===== src/rtl/rxm_pkg.sv =====
package rxm_pkg;
  localparam int FN_W     = 4;
  localparam int FN_IRQ   = 0;
  localparam int FN_DEL   = 1;
  localparam int FN_STOP  = 2;
  localparam int FN_START = 3;
  localparam int CAUSE_W  = 5;
  localparam logic [CAUSE_W-1:0] CAUSE_MATCH_BASE = 5'b11000;
  localparam logic [CAUSE_W-1:0] CAUSE_COUNT      = 5'b10010;
endpackage


===== src/rtl/rxm_rst_sync.sv =====
module rxm_rst_sync (
  input  logic clk,
  input  logic rst_n,
  output logic rst_sync_n
);
  logic [1:0] stage_q;

  always_ff @(posedge clk or negedge rst_n) begin
    if (!rst_n) stage_q <= 2'b00;
    else        stage_q <= {stage_q[0], 1'b1};
  end

  assign rst_sync_n = stage_q[1];
endmodule


===== src/rtl/rxm_regbank.sv =====
module rxm_regbank
  import rxm_pkg::*;
#(
  parameter int NUM_CMP = 3,
  parameter int DATA_W  = 8,
  localparam int IDX_W  = $clog2(NUM_CMP + 1),
  localparam int SEL_W  = IDX_W + 1
) (
  input  logic                           clk,
  input  logic                           rst_n,
  input  logic                           sel_we,
  input  logic [SEL_W-1:0]               sel_wdata,
  input  logic                           data_we,
  input  logic [DATA_W-1:0]              data_wdata,
  output logic [DATA_W-1:0]              data_rdata,
  output logic [NUM_CMP-1:0][DATA_W-1:0] chars,
  output logic [NUM_CMP-1:0][FN_W-1:0]   funcs
);
  logic [SEL_W-1:0] sel_q, sel_d;
  logic [IDX_W-1:0] idx;
  logic             bank_char;

  always_comb begin
    sel_d = sel_q;
    if (sel_we) sel_d = sel_wdata;
  end

  always_ff @(posedge clk or negedge rst_n) begin
    if (!rst_n) sel_q <= '0;
    else        sel_q <= sel_d;
  end

  assign idx       = sel_q[SEL_W-1:1];
  assign bank_char = sel_q[0];

  for (genvar g = 0; g < NUM_CMP; g++) begin : g_entry
    logic hit, char_we, fn_we;
    assign hit     = data_we && (idx == IDX_W'(g));
    assign char_we = hit && bank_char;
    assign fn_we   = hit && !bank_char;

    always_ff @(posedge clk or negedge rst_n) begin
      if (!rst_n)       chars[g] <= '0;
      else if (char_we) chars[g] <= data_wdata;
    end

    always_ff @(posedge clk or negedge rst_n) begin
      if (!rst_n)     funcs[g] <= '0;
      else if (fn_we) funcs[g] <= data_wdata[FN_W-1:0];
    end
  end

  always_comb begin
    data_rdata = '0;
    for (int i = 0; i < NUM_CMP; i++) begin
      if (idx == IDX_W'(i)) begin
        data_rdata = bank_char ? chars[i] : {{(DATA_W-FN_W){1'b0}}, funcs[i]};
      end
    end
  end
endmodule


===== src/rtl/rxm_matcher.sv =====
module rxm_matcher
  import rxm_pkg::*;
#(
  parameter int NUM_CMP = 3,
  parameter int DATA_W  = 8,
  localparam int IDX_W  = $clog2(NUM_CMP + 1)
) (
  input  logic                           rx_valid,
  input  logic [DATA_W-1:0]              rx_data,
  input  logic [NUM_CMP-1:0][DATA_W-1:0] chars,
  input  logic [NUM_CMP-1:0][FN_W-1:0]   funcs,
  output logic [FN_W-1:0]                act,
  output logic                           irq_hit,
  output logic [IDX_W-1:0]               irq_idx
);
  logic [NUM_CMP-1:0] eq;

  for (genvar g = 0; g < NUM_CMP; g++) begin : g_cmp
    assign eq[g] = rx_valid && (chars[g] == rx_data);
  end

  always_comb begin
    act     = '0;
    irq_hit = 1'b0;
    irq_idx = '0;
    for (int i = NUM_CMP - 1; i >= 0; i--) begin
      if (eq[i]) begin
        act = act | funcs[i];
        if (funcs[i][FN_IRQ]) begin
          irq_hit = 1'b1;
          irq_idx = IDX_W'(i);
        end
      end
    end
  end
endmodule


===== src/rtl/rxm_counter.sv =====
module rxm_counter #(
  parameter int CNT_W = 8
) (
  input  logic             clk,
  input  logic             rst_n,
  input  logic             inc,
  output logic [CNT_W-1:0] count
);
  logic [CNT_W-1:0] count_d;

  always_comb begin
    count_d = count;
    if (inc) count_d = count + CNT_W'(1);
  end

  always_ff @(posedge clk or negedge rst_n) begin
    if (!rst_n) count <= '0;
    else        count <= count_d;
  end
endmodule


===== src/rtl/rx_match_engine.sv =====
module rx_match_engine
  import rxm_pkg::*;
#(
  parameter int NUM_CMP = 3,
  parameter int DATA_W  = 8,
  parameter int CNT_W   = 8,
  localparam int IDX_W  = $clog2(NUM_CMP + 1),
  localparam int SEL_W  = IDX_W + 1
) (
  input  logic               clk,
  input  logic               rst_n,
  input  logic               sel_we,
  input  logic [SEL_W-1:0]   sel_wdata,
  input  logic               data_we,
  input  logic [DATA_W-1:0]  data_wdata,
  output logic [DATA_W-1:0]  data_rdata,
  input  logic               cnt_irq_en,
  input  logic               rx_valid,
  input  logic [DATA_W-1:0]  rx_data,
  output logic               pass_valid,
  output logic [DATA_W-1:0]  pass_data,
  output logic               tx_start,
  output logic               tx_stop,
  output logic               irq_valid,
  output logic [CAUSE_W-1:0] irq_cause,
  output logic [CNT_W-1:0]   char_count
);
  logic                           rst_i_n;
  logic [NUM_CMP-1:0][DATA_W-1:0] chars;
  logic [NUM_CMP-1:0][FN_W-1:0]   funcs;
  logic [FN_W-1:0]                act;
  logic                           irq_hit;
  logic [IDX_W-1:0]               irq_idx;
  logic                           irq_valid_d;
  logic [CAUSE_W-1:0]             irq_cause_d;

  rxm_rst_sync i_rst_sync (
    .clk        (clk),
    .rst_n      (rst_n),
    .rst_sync_n (rst_i_n)
  );

  rxm_regbank #(.NUM_CMP(NUM_CMP), .DATA_W(DATA_W)) i_regbank (
    .clk        (clk),
    .rst_n      (rst_i_n),
    .sel_we     (sel_we),
    .sel_wdata  (sel_wdata),
    .data_we    (data_we),
    .data_wdata (data_wdata),
    .data_rdata (data_rdata),
    .chars      (chars),
    .funcs      (funcs)
  );

  rxm_matcher #(.NUM_CMP(NUM_CMP), .DATA_W(DATA_W)) i_matcher (
    .rx_valid (rx_valid),
    .rx_data  (rx_data),
    .chars    (chars),
    .funcs    (funcs),
    .act      (act),
    .irq_hit  (irq_hit),
    .irq_idx  (irq_idx)
  );

  assign pass_valid = rx_valid && !act[FN_DEL];
  assign pass_data  = rx_data;
  assign tx_start   = act[FN_START];
  assign tx_stop    = act[FN_STOP] && !act[FN_START];

  rxm_counter #(.CNT_W(CNT_W)) i_counter (
    .clk   (clk),
    .rst_n (rst_i_n),
    .inc   (pass_valid),
    .count (char_count)
  );

  always_comb begin
    irq_valid_d = irq_hit || (pass_valid && cnt_irq_en);
    irq_cause_d = irq_hit ? (CAUSE_MATCH_BASE + CAUSE_W'(irq_idx)) : CAUSE_COUNT;
  end

  always_ff @(posedge clk or negedge rst_i_n) begin
    if (!rst_i_n) begin
      irq_valid <= 1'b0;
      irq_cause <= '0;
    end else begin
      irq_valid <= irq_valid_d;
      irq_cause <= irq_cause_d;
    end
  end
endmodule


===== config.mk =====
export PLATFORM = sky130hd
export DESIGN_NAME = rx_match_engine
export DESIGN_NICKNAME = d
export VERILOG_FILES = /design/src/rtl/rxm_pkg.sv /design/src/rtl/rxm_rst_sync.sv /design/src/rtl/rxm_regbank.sv /design/src/rtl/rxm_matcher.sv /design/src/rtl/rxm_counter.sv /design/src/rtl/rx_match_engine.sv
export SDC_FILE = /design/constraint.sdc
export NUM_CORES = 1
export LEC_CHECK = 0
export BUFFER_PORTS_ARGS = -buffer_cell sky130_fd_sc_hd__buf_4
export CAP_MARGIN = 10
export CORE_MARGIN = 5
export CORE_UTILIZATION = 55
export DETAILED_ROUTE_END_ITERATION = 10
export GPL_TIMING_DRIVEN = 0
export MAX_ROUTING_LAYER = met4
export PLACE_DENSITY = 0.76
export SETUP_SLACK_MARGIN = 0.3
export SYNTH_ARGS = -nofsm -noshare
export SYNTH_HDL_FRONTEND = slang
export SYNTH_SLANG_ARGS = --single-unit
export TNS_END_PERCENT = 100

===== constraint.sdc =====
create_clock -name clk -period 1.8 [get_ports clk]
set_input_delay 0.09 -clock clk [delete_from_list [all_inputs] [get_ports clk]]
set_output_delay 0.09 -clock clk [all_outputs]
set_load 0.005 [all_outputs]

==> flow_summary.json, run 1 <==
{
  "yosysMostFrequentCell": "dfrtp_1",
  "drc_errors": 0,
  "fin_nets": 374,
  "async_flop_share": 1.000,
  "die_y_um": 81.69,
  "synth_enable_flop_cells": 0,
  "drt_iter0_drc": 147,
  "layout.cells.non_filler": 419,
  "rsz0062_at_grt": "yes",
  "finalCriticalPeriod_ps": 1964,
  "netlist.area_leader.share": 0.4781,
  "maxSlewViolCount": 0,
  "hold_violations": 0,
  "r2r-start": "i_regbank.chars[21]",
  "hold_path.class": "input pin to flop",
  "min_period_over_period": 1.091,
  "h-tree-depth": 2,
  "grt_pass1_vias": 2304,
  "status": "complete, but fails checks",
  "synth_top_area_cell": "dfrtp_1",
  "grt_usage": 0.2502,
  "slew_headroom": 0.6383,
  "antenna_cells": 0,
  "seq_area_frac_synth": 0.4781,
  "min-delay-start": "cnt_irq_en",
  "wl_um": 9303,
  "core_um2": 5042,
  "syn_inst": 239,
  "path_max_fanout": 3,
  "cp-end-kind": "output pin",
  "fin_hold_ws_ps": 7.529,
  "grt_pass1_wl_um": 12010,
  "worst_path_largest_cell_delay_ps": 450,
  "yosysWarnings": 0,
  "synth.top_cells.by_count": "dfrtp_1, mux2_2, xnor2_1",
  "ys.flop_type": "dfrtp_1",
  "arrival_ps": 1870,
  "avgSynthCellArea_um2": 11.83,
  "dp_cells": 365,
  "cts_sinks": 54,
  "path_cells": "xnor2_2 > nand2_1 > nor3_4 > a22oi_1 > a21oi_1 > buf_4",
  "cts_buffer_depth": 2,
  "finalSetupTns_ps": -793.1,
  "failed_checks": "negative setup slack",
  "start_util": 0.5605,
  "drv_cap": 0,
  "num_vias": 2419,
  "worst_slew_pin_slew_ps": 542.5,
  "dp_hpwl_um": 4660,
  "drive_above_1_share": 0.6332,
  "grt_antenna_before_repair": 0,
  "syn-cell-area_um2": 2826,
  "grt_start_max_net_pins": 53,
  "die_area_um2": 6672,
  "place_congestion": 0.8387,
  "synthToLayoutAreaGrowth_pct": 52.99,
  "root_buffer": "clkbuf_8",
  "dpl_worst_slack_ps": -57.42,
  "crit_path_top_delay_cell": "dfrtp_1",
  "worstSetupStartpoint": "i_regbank.chars[4]",
  "clock_skew_ps": 6.398,
  "ir_worst_vdd_v": 0.0006499,
  "wl_per_cell_um": 22.20,
  "path_class": "flop to output pin",
  "ant_nets": 0,
  "crit_path_start_kind": "flop",
  "io_buffers": 55,
  "clkLatencyLatePin_ps": 310,
  "yosysUniqueCellTypes": 42,
  "crit_required_ps": 1710,
  "setup_viol": 9,
  "ioPinCount": 58,
  "p_leak_nw": 2.042,
  "row_count": 26,
  "max_clock_freq_mhz": 509.3,
  "grt_overflow_total": 0,
  "ys_ff_latch": 54,
  "p_per_area_nw_per_um2": 1150,
  "cts_made_buffers": 5,
  "vias_per_cell": 5.773,
  "final.setup.worst_slack_ps": -163.7,
  "cts_tree": "built",
  "netlist_top_cells_area": "dfrtp_1, mux2_2, xnor2_1",
  "clk_pin_slew_ps": 100,
  "die_w_um": 81.69,
  "drt_first_pass_iters": 4
}
[timing repair]
item | 4_1_cts | 5_1_grt
buffers inserted | 21 | 22
hold buffers | 1 | 0
endpoints found under the hold margin | 2 | 0
setup endpoints to repair | 59 | 43
gates resized for setup | 62 | 55
cloned | 1 | 0
pin swaps | 25 | 25
[critical path, delay by kind of cell (launching register included)]
family | cells | cell delay, ps
AO/OA/AOI/OAI | 2 | 310
flip-flops | 1 | 450
AND/OR/NAND/NOR | 2 | 450
buffers and inverters | 1 | 130
XOR/XNOR | 1 | 230
[cells by family after synthesis]
logic type / count (synthesis) / synth area share
simple gates: 59 / 0.1191
flops: 54 / 0.4781
mux: 52 / 0.2120
xor+xnor: 31 / 0.09606
buf+inv: 21 / 0.04426
compound gates: 19 / 0.04338
other cells: 2 / 0.002657
fa+ha+maj: 1 / 0.004426
[stage by stage]
step	power (mW)	utilization	area, um^2
2_1_floorplan	2.786	-	2836
3_3_place_gp	3.248	0.6618	3337
3_5_place_dp	3.306	0.6618	3337
4_1_cts	4.420	0.7692	3879
5_1_grt	5.193	0.8576	4324
6_report	4.973	0.8576	4324
[cell type report]
class                   instances  area, um^2
plain buffers                  18       172.7
clock buffers                   6       72.57
clock inverters                 2       37.54
fillers                       247       718.2
inverters                       3       11.26
multi-input cells             165        1754
flip-flops and latches         54        1354
well taps                      70       87.58
repair buffers                101       834.6
[path summary, 6_finish.rpt]
kind	end	slack (ps)	depth (start not counted)
min in group asynchronous	i_rst_sync.stage_q[0]	70	2
min reg2reg	irq_valid	260	0
max reg2reg	i_counter.count[1]	-120	7
min	irq_valid	8	2
max in group asynchronous	i_regbank.chars[21]	980	1
max	tx_stop	-160	6
[where the power goes]
part	switching, mW	internal [mW]	total, mW
logic	0.845	1.25	2.10
clock network	0.415	0.416	0.831
registers	0.460	1.59	2.05
[layer usage]
| metal | GRT usage | wire length, um | up-vias |
|---|---|---|---|
| li1 | - | - | 1039 |
| met1 | 0.3197 | 3591 | 1229 |
| met2 | 0.4202 | 4724 | 123 |
| met3 | 0.04715 | 713 | 28 |
| met4 | 0.04983 | 274 | 0 |
| met5 | - | 0 | - |
[state kept, by name (all words and copies together) (netlist names)]
signal,flops
irq_valid,1
i_regbank.sel_q,3
i_counter.count,8
i_regbank.chars,24
irq_cause,4
i_rst_sync.stage_q,2
i_regbank.funcs,12
[cells in the final DEF, fill, tap and decap left out, types with 5 or more instances in the layout]
cell type,n
clkbuf_8,7
xnor2_1,16
nand4_1,5
dfrtp_1,52
nand2_2,5
buf_4,96
mux2i_1,9
nand2_1,8
mux2_2,19
mux2_4,21
nand3_1,5
buf_6,13
nor3_4,7
and2_1,5
a21oi_1,5
xnor2_2,14
(Power assumes the default switching activity.)
==> run 2, diff against run 1 <==
--- a/config.mk
+++ b/config.mk
@@ -8,11 +8,11 @@
 export BUFFER_PORTS_ARGS = -buffer_cell sky130_fd_sc_hd__buf_4
 export CAP_MARGIN = 10
 export CORE_MARGIN = 5
-export CORE_UTILIZATION = 55
+export CORE_UTILIZATION = 49
 export DETAILED_ROUTE_END_ITERATION = 10
 export GPL_TIMING_DRIVEN = 0
 export MAX_ROUTING_LAYER = met4
-export PLACE_DENSITY = 0.76
+export PLACE_DENSITY = 0.71
 export SETUP_SLACK_MARGIN = 0.3
 export SYNTH_ARGS = -nofsm -noshare
 export SYNTH_HDL_FRONTEND = slang
==> constraint.sdc (replaced) <==
create_clock -name clk -period 1.6 [get_ports clk]
set_input_delay 0.08 -clock clk [delete_from_list [all_inputs] [get_ports clk]]
set_output_delay 0.08 -clock clk [all_outputs]
set_load 0.005 [all_outputs]
==> run 2 against run 1 <==
Effect of this change: the run still ends with negative setup slack left; power is 11% higher; cell area grew 0.58%; die area grew 11%; core utilization fell by 7.3 points; worst setup slack got worse by 170 ps; sequential share of layout area is 0.18 points lower.
==> flow_summary.json, run 2 (synthesis results as in run 1) <==
{
  "finalPower_mw": 5.525,
  "drv_cap": 0,
  "place_congestion": 0.8615,
  "io_buffers": 55,
  "cp-end-kind": "output pin",
  "grt_pass1_wl_um": 13030,
  "root_buffer": "clkbuf_8",
  "synthToLayoutAreaGrowth_pct": 53.87,
  "crit_path_start_kind": "flop",
  "cts_tree": "built",
  "core_um2": 5540,
  "drt_first_pass_iters": 4,
  "fin_util": 0.7850,
  "grt_antenna_before_repair": 0,
  "finalCriticalPeriod_ps": 1933,
  "dp_hpwl_um": 4753,
  "crit_path_top_delay_cell": "dfrtp_1",
  "path_cells": "xnor2_2 > nand3_2 > nor3_4 > a22oi_1 > a21oi_2 > buf_4",
  "cts_buffer_depth": 2,
  "clock_skew_ps": 5.934,
  "path_class": "flop to output pin",
  "rsz0062_at_grt": "yes",
  "dp_cells": 367,
  "min_period_over_period": 1.208,
  "die_area_um2": 7387,
  "ant_nets": 0,
  "hold_path.class": "input pin to flop",
  "die_y_um": 85.95,
  "p_leak_nw": 2.100,
  "start_util": 0.5102,
  "failed_checks": "negative setup slack",
  "ff2ff_setup_slack_ps": -250,
  "status": "complete, but fails checks",
  "maxSlewViolCount": 0,
  "vias_per_cell": 5.475,
  "crit_family": "flip-flops",
  "clk_pin_slew_ps": 100,
  "grt_start_max_net_pins": 53,
  "finish.instance_area_um2": 4349,
  "max_clock_freq_mhz": 517.4,
  "wl_um": 8499,
  "post_dp_cell_area_um2": 3422,
  "arrival_ps": 1850,
  "crit_buf_inv": 1,
  "final_common_cell": "buf_4",
  "fin_hold_ws_ps": 9.626,
  "antenna_cells": 0,
  "cts_made_buffers": 5,
  "fin_nets": 372,
  "setup_viol": 33,
  "final.setup.worst_slack_ps": -332.9,
  "hold_violations": 0,
  "wl_per_cell_um": 20.28,
  "top_register": "i_regbank.chars",
  "crit_required_ps": 1520,
  "row_count": 27,
  "path_max_fanout": 3,
  "grt_pass1_vias": 2413,
  "final.fill_count": 344,
  "ir_worst_vdd_v": 0.0009045,
  "mostFrequentLayoutCells": "buf_4, dfrtp_1, mux2_4",
  "p_per_area_nw_per_um2": 1270,
  "ioPinCount": 58,
  "num_vias": 2294,
  "finalSetupTns_ps": -2771,
  "grt_overflow_total": 0,
  "layout.cells.non_filler": 419,
  "drive_above_1_share": 0.6081,
  "die_w_um": 85.95,
  "largest_reg_flops": 24,
  "dpl_worst_slack_ps": -230.6,
  "drt_iter0_drc": 133,
  "clkLatencyLatePin_ps": 310,
  "worst_path_largest_cell_delay_ps": 430,
  "h-tree-depth": 2,
  "drc_errors": 0,
  "cts_sinks": 54,
  "grt_usage": 0.2377,
  "largest_registers": "i_regbank.chars (24), i_regbank.funcs (12), i_counter.count (8)"
}
## run 2: per-layer routing
layer	wire [um]	GRT usage
met3	493	0.04707
met2	4303	0.3896
met1	3508	0.3002
met4	193	0.06475
met5	0	-
## run 2: final timing paths
path,startpoint,cells past startpoint,end
worst min-delay path,sel_wdata[1],2,i_regbank.sel_q[1]
max in group asynchronous,i_rst_sync.stage_q[1],1,i_regbank.chars[17]
worst max register to register,i_regbank.chars[2],7,irq_valid
worst min register to register,i_rst_sync.stage_q[1],0,i_regbank.chars[15]
min in group asynchronous,rst_n,2,i_rst_sync.stage_q[1]
worst max-delay path,i_regbank.chars[2],6,tx_stop
## run 2: area by class of cell
class | count | area, um^2 | area share
Inverter | 3 | 11.26 | 0.002589
Clock inverter | 1 | 30.03 | 0.006904
Timing Repair Buffer | 99 | 852.1 | 0.1959
Clock buffer | 7 | 76.32 | 0.01755
Buffer | 18 | 176.4 | 0.04056
Tap cell | 72 | 90.09 | 0.02071
Multi-Input combinational cell | 165 | 1759 | 0.4045
Sequential cell | 54 | 1354 | 0.3113
## run 2: worst register-to-register path, stage by stage (launching register included)
cell and delay (ps):
dfrtp_1 430, xnor2_2 220, nand3_2 140, buf_4 170, nor3_4 250, nor3_4 100
buf_4 150, a221o_1 280
## run 2: timing repair
action | in CTS | in global routing
endpoints found under the hold margin | 4 | 0
setup endpoints to repair | 61 | 59
gates resized for setup | 82 | 26
gates cloned | 1 | 0
hold buffers | 3 | 0
pin swaps | 26 | 29
setup buffers | 26 | 13
## run 2: power by group
group	switching, mW	total, mW	internal [mW]
logic	0.883	2.36	1.48
registers	0.473	2.26	1.79
clock network	0.440	0.909	0.469
==> run 3, diff against run 2 <==
--- a/config.mk
+++ b/config.mk
@@ -17,4 +17,4 @@
 export SYNTH_ARGS = -nofsm -noshare
 export SYNTH_HDL_FRONTEND = slang
 export SYNTH_SLANG_ARGS = --single-unit
-export TNS_END_PERCENT = 100
+export TNS_END_PERCENT = 20
==> run 3 against run 2 <==
Effect of this change: the flow still finishes with violations (negative setup slack); combinational power shrank 14%; register-to-register slack gained 160 ps; wire length shrank 11%; critical path depth unchanged; first-iteration DRC count is 14% lower; non-clock buffer count down 18; sequential share of layout area grew 2.1 points; power shrank 8.5%; core utilization down 5.1 points; worst hold slack got worse by 4.6 ps; cell area is 6.4% lower; clock-buffer cell count unchanged.
==> flow_summary.json, run 3 (synthesis results as in run 1) <==
{
  "fin_hold_ws_ps": 5.006,
  "path_cells": "xnor2_2 > nand3_2 > nor3_4 > a22oi_1 > a21oi_2 > buf_4",
  "drt_first_pass_iters": 4,
  "crit_path_start_kind": "flop",
  "cts_sinks": 54,
  "path_max_fanout": 3,
  "arrival_ps": 1780,
  "r2r-start": "i_regbank.chars[23]",
  "min-delay-start": "sel_wdata[0]",
  "wl_per_cell_um": 18.90,
  "top_layer": "met4",
  "ioPinCount": 58,
  "max_clock_freq_mhz": 536.4,
  "status": "complete, but fails checks",
  "largest_registers": "i_regbank.chars (24), i_regbank.funcs (12), i_counter.count (8)",
  "crit_family": "flip-flops",
  "grt_pass1_wl_um": 12100,
  "die_area_um2": 7387,
  "ff2ff_setup_slack_ps": -90,
  "hold_end": "i_regbank.sel_q[0]",
  "core_um2": 5540,
  "final.fill_count": 407,
  "grt_pass1_vias": 2330,
  "wl_um": 7578,
  "grt_antenna_before_repair": 0,
  "row_count": 27,
  "dp_hpwl_um": 4886,
  "clk_pin_slew_ps": 90,
  "cts_tree": "built",
  "largest_reg_flops": 24,
  "crit_path_top_delay_cell": "dfrtp_1",
  "final.setup.worst_slack_ps": -264.4,
  "h-tree-depth": 2,
  "cts_made_buffers": 5,
  "place_congestion": 0.8139,
  "worst_path_largest_cell_delay_ps": 440,
  "crit_required_ps": 1520,
  "start_util": 0.5102,
  "final_common_cell": "buf_4",
  "die_y_um": 85.95,
  "root_buffer": "clkbuf_8",
  "fin_nets": 354,
  "cts_buffer_depth": 2,
  "synthToLayoutAreaGrowth_pct": 43.96,
  "hold_path_depth": 2,
  "ant_nets": 0,
  "antenna_cells": 0,
  "finalCriticalPeriod_ps": 1864,
  "num_vias": 2217,
  "clkLatencyLatePin_ps": 310,
  "hold_path.class": "input pin to flop",
  "grt_start_max_net_pins": 53,
  "drc_errors": 0,
  "wl_met2_um": 3926,
  "finalPower_mw": 5.056,
  "hold_violations": 0,
  "clock_skew_ps": 6.892,
  "drt_iter0_drc": 114,
  "dr_wl_met3_um": 365,
  "drive_above_1_share": 0.5805,
  "wl_met1_um": 3130,
  "r2r.worst_path.cells": 5,
  "grt_usage": 0.2161,
  "drv_cap": 0,
  "io_buffers": 55,
  "p_per_area_nw_per_um2": 1243,
  "crit_buf_inv": 1,
  "setup_viol": 18,
  "die_w_um": 85.95,
  "rsz0062_at_grt": "yes",
  "maxSlewViolCount": 0,
  "min_period_over_period": 1.165,
  "grt_overflow_total": 0,
  "ir_worst_vdd_v": 0.0008708,
  "vias_per_cell": 5.529,
  "r2r-end": "i_counter.count[1]",
  "top_register": "i_regbank.chars",
  "mostFrequentLayoutCells": "buf_4, dfrtp_1, mux2_2",
  "failed_checks": "negative setup slack",
  "cp-end-kind": "output pin",
  "p_leak_nw": 1.900,
  "path_class": "flop to output pin"
}
-- run 3: cell count changes in the layout (fill, tap and decap cells not counted), sizes merged --
| cell | previous run | this run |
|---|---|---|
| buf | 110 | 93 |
| bufinv | 1 | 0 |
| clkbuf | 11 | 10 |
| clkinv | 0 | 1 |
-- run 3: power breakdown --
group | total [mW] | switching (mW) | leakage, nW | internal, mW
combinational | 2.02 | 0.783 | 1.20 | 1.24
sequential | 2.25 | 0.468 | 0.649 | 1.78
clock | 0.786 | 0.436 | 0.0482 | 0.350
total | 5.06 | 1.69 | 1.90 | 3.37
-- run 3: worst reg2reg max path: cells and delay by family (launching register included) --
family / cells / cell delay (ps)
flops: 1 / 430
compound gates: 1 / 350
mux: 1 / 310
simple gates: 2 / 260
xor+xnor: 1 / 240
-- run 3: metal layers --
| layer | vias up | global-route usage |
|---|---|---|
| met3 | 14 | 0.03842 |
| met5 | - | - |
| met4 | 0 | 0.07770 |
| li1 | 1013 | - |
| met2 | 69 | 0.3609 |
| met1 | 1121 | 0.2618 |
-- run 3: how the worst max path moves through the flow --
stage               slack (ps)                start                  to  cells past startpoint
floorplan                   70   i_regbank.sel_q[1]  i_regbank.funcs[0]                      4
finish                    -260   i_regbank.chars[5]             tx_stop                      6
global route              -320  i_regbank.chars[20]             tx_stop                      8
CTS                       -270  i_regbank.chars[14]             tx_stop                      7
global placement          -250   i_regbank.chars[5]             tx_stop                      6
detailed placement        -250   i_regbank.chars[5]             tx_stop                      6
-- run 3: area by class of cell --
| class | count | area, um^2 | area share |
|---|---|---|---|
| repair buffers | 81 | 689.4 | 0.1694 |
| clock buffers | 7 | 86.33 | 0.02122 |
| flip-flops and latches | 54 | 1353 | 0.3324 |
| multi-input cells | 165 | 1663 | 0.4087 |
| clock inverters | 1 | 5.005 | 0.001230 |
| well taps | 72 | 90.09 | 0.02214 |
| inverters | 3 | 11.26 | 0.002768 |
| plain buffers | 18 | 171.4 | 0.04213 |
-- run 3: per-stage QoR --
| stage | util | setup WS [ps] | instances | TNS [ps] | instance area [um^2] |
|---|---|---|---|---|---|
| floorplan | - | 72.66 | 240 | 0 | 2831 |
| global placement | 0.6019 | -250.6 | 367 | -3352 | 3334 |
| detailed placement | 0.6019 | -253.2 | 367 | -3955 | 3334 |
| CTS | 0.6992 | -270.2 | 393 | -1634 | 3874 |
| global route | 0.7344 | -316.4 | 401 | -3920 | 4069 |
| finish | 0.7344 | -264.4 | 401 | -1966 | 4069 |
-- run 3: timing repair --
action,CTS,global route
buffers inserted,14,7
endpoints found under the hold margin,4,0
hold buffers,3,0
pin swaps,26,13
cloned,1,0
setup endpoints to repair,61,59
gates resized for setup,74,25
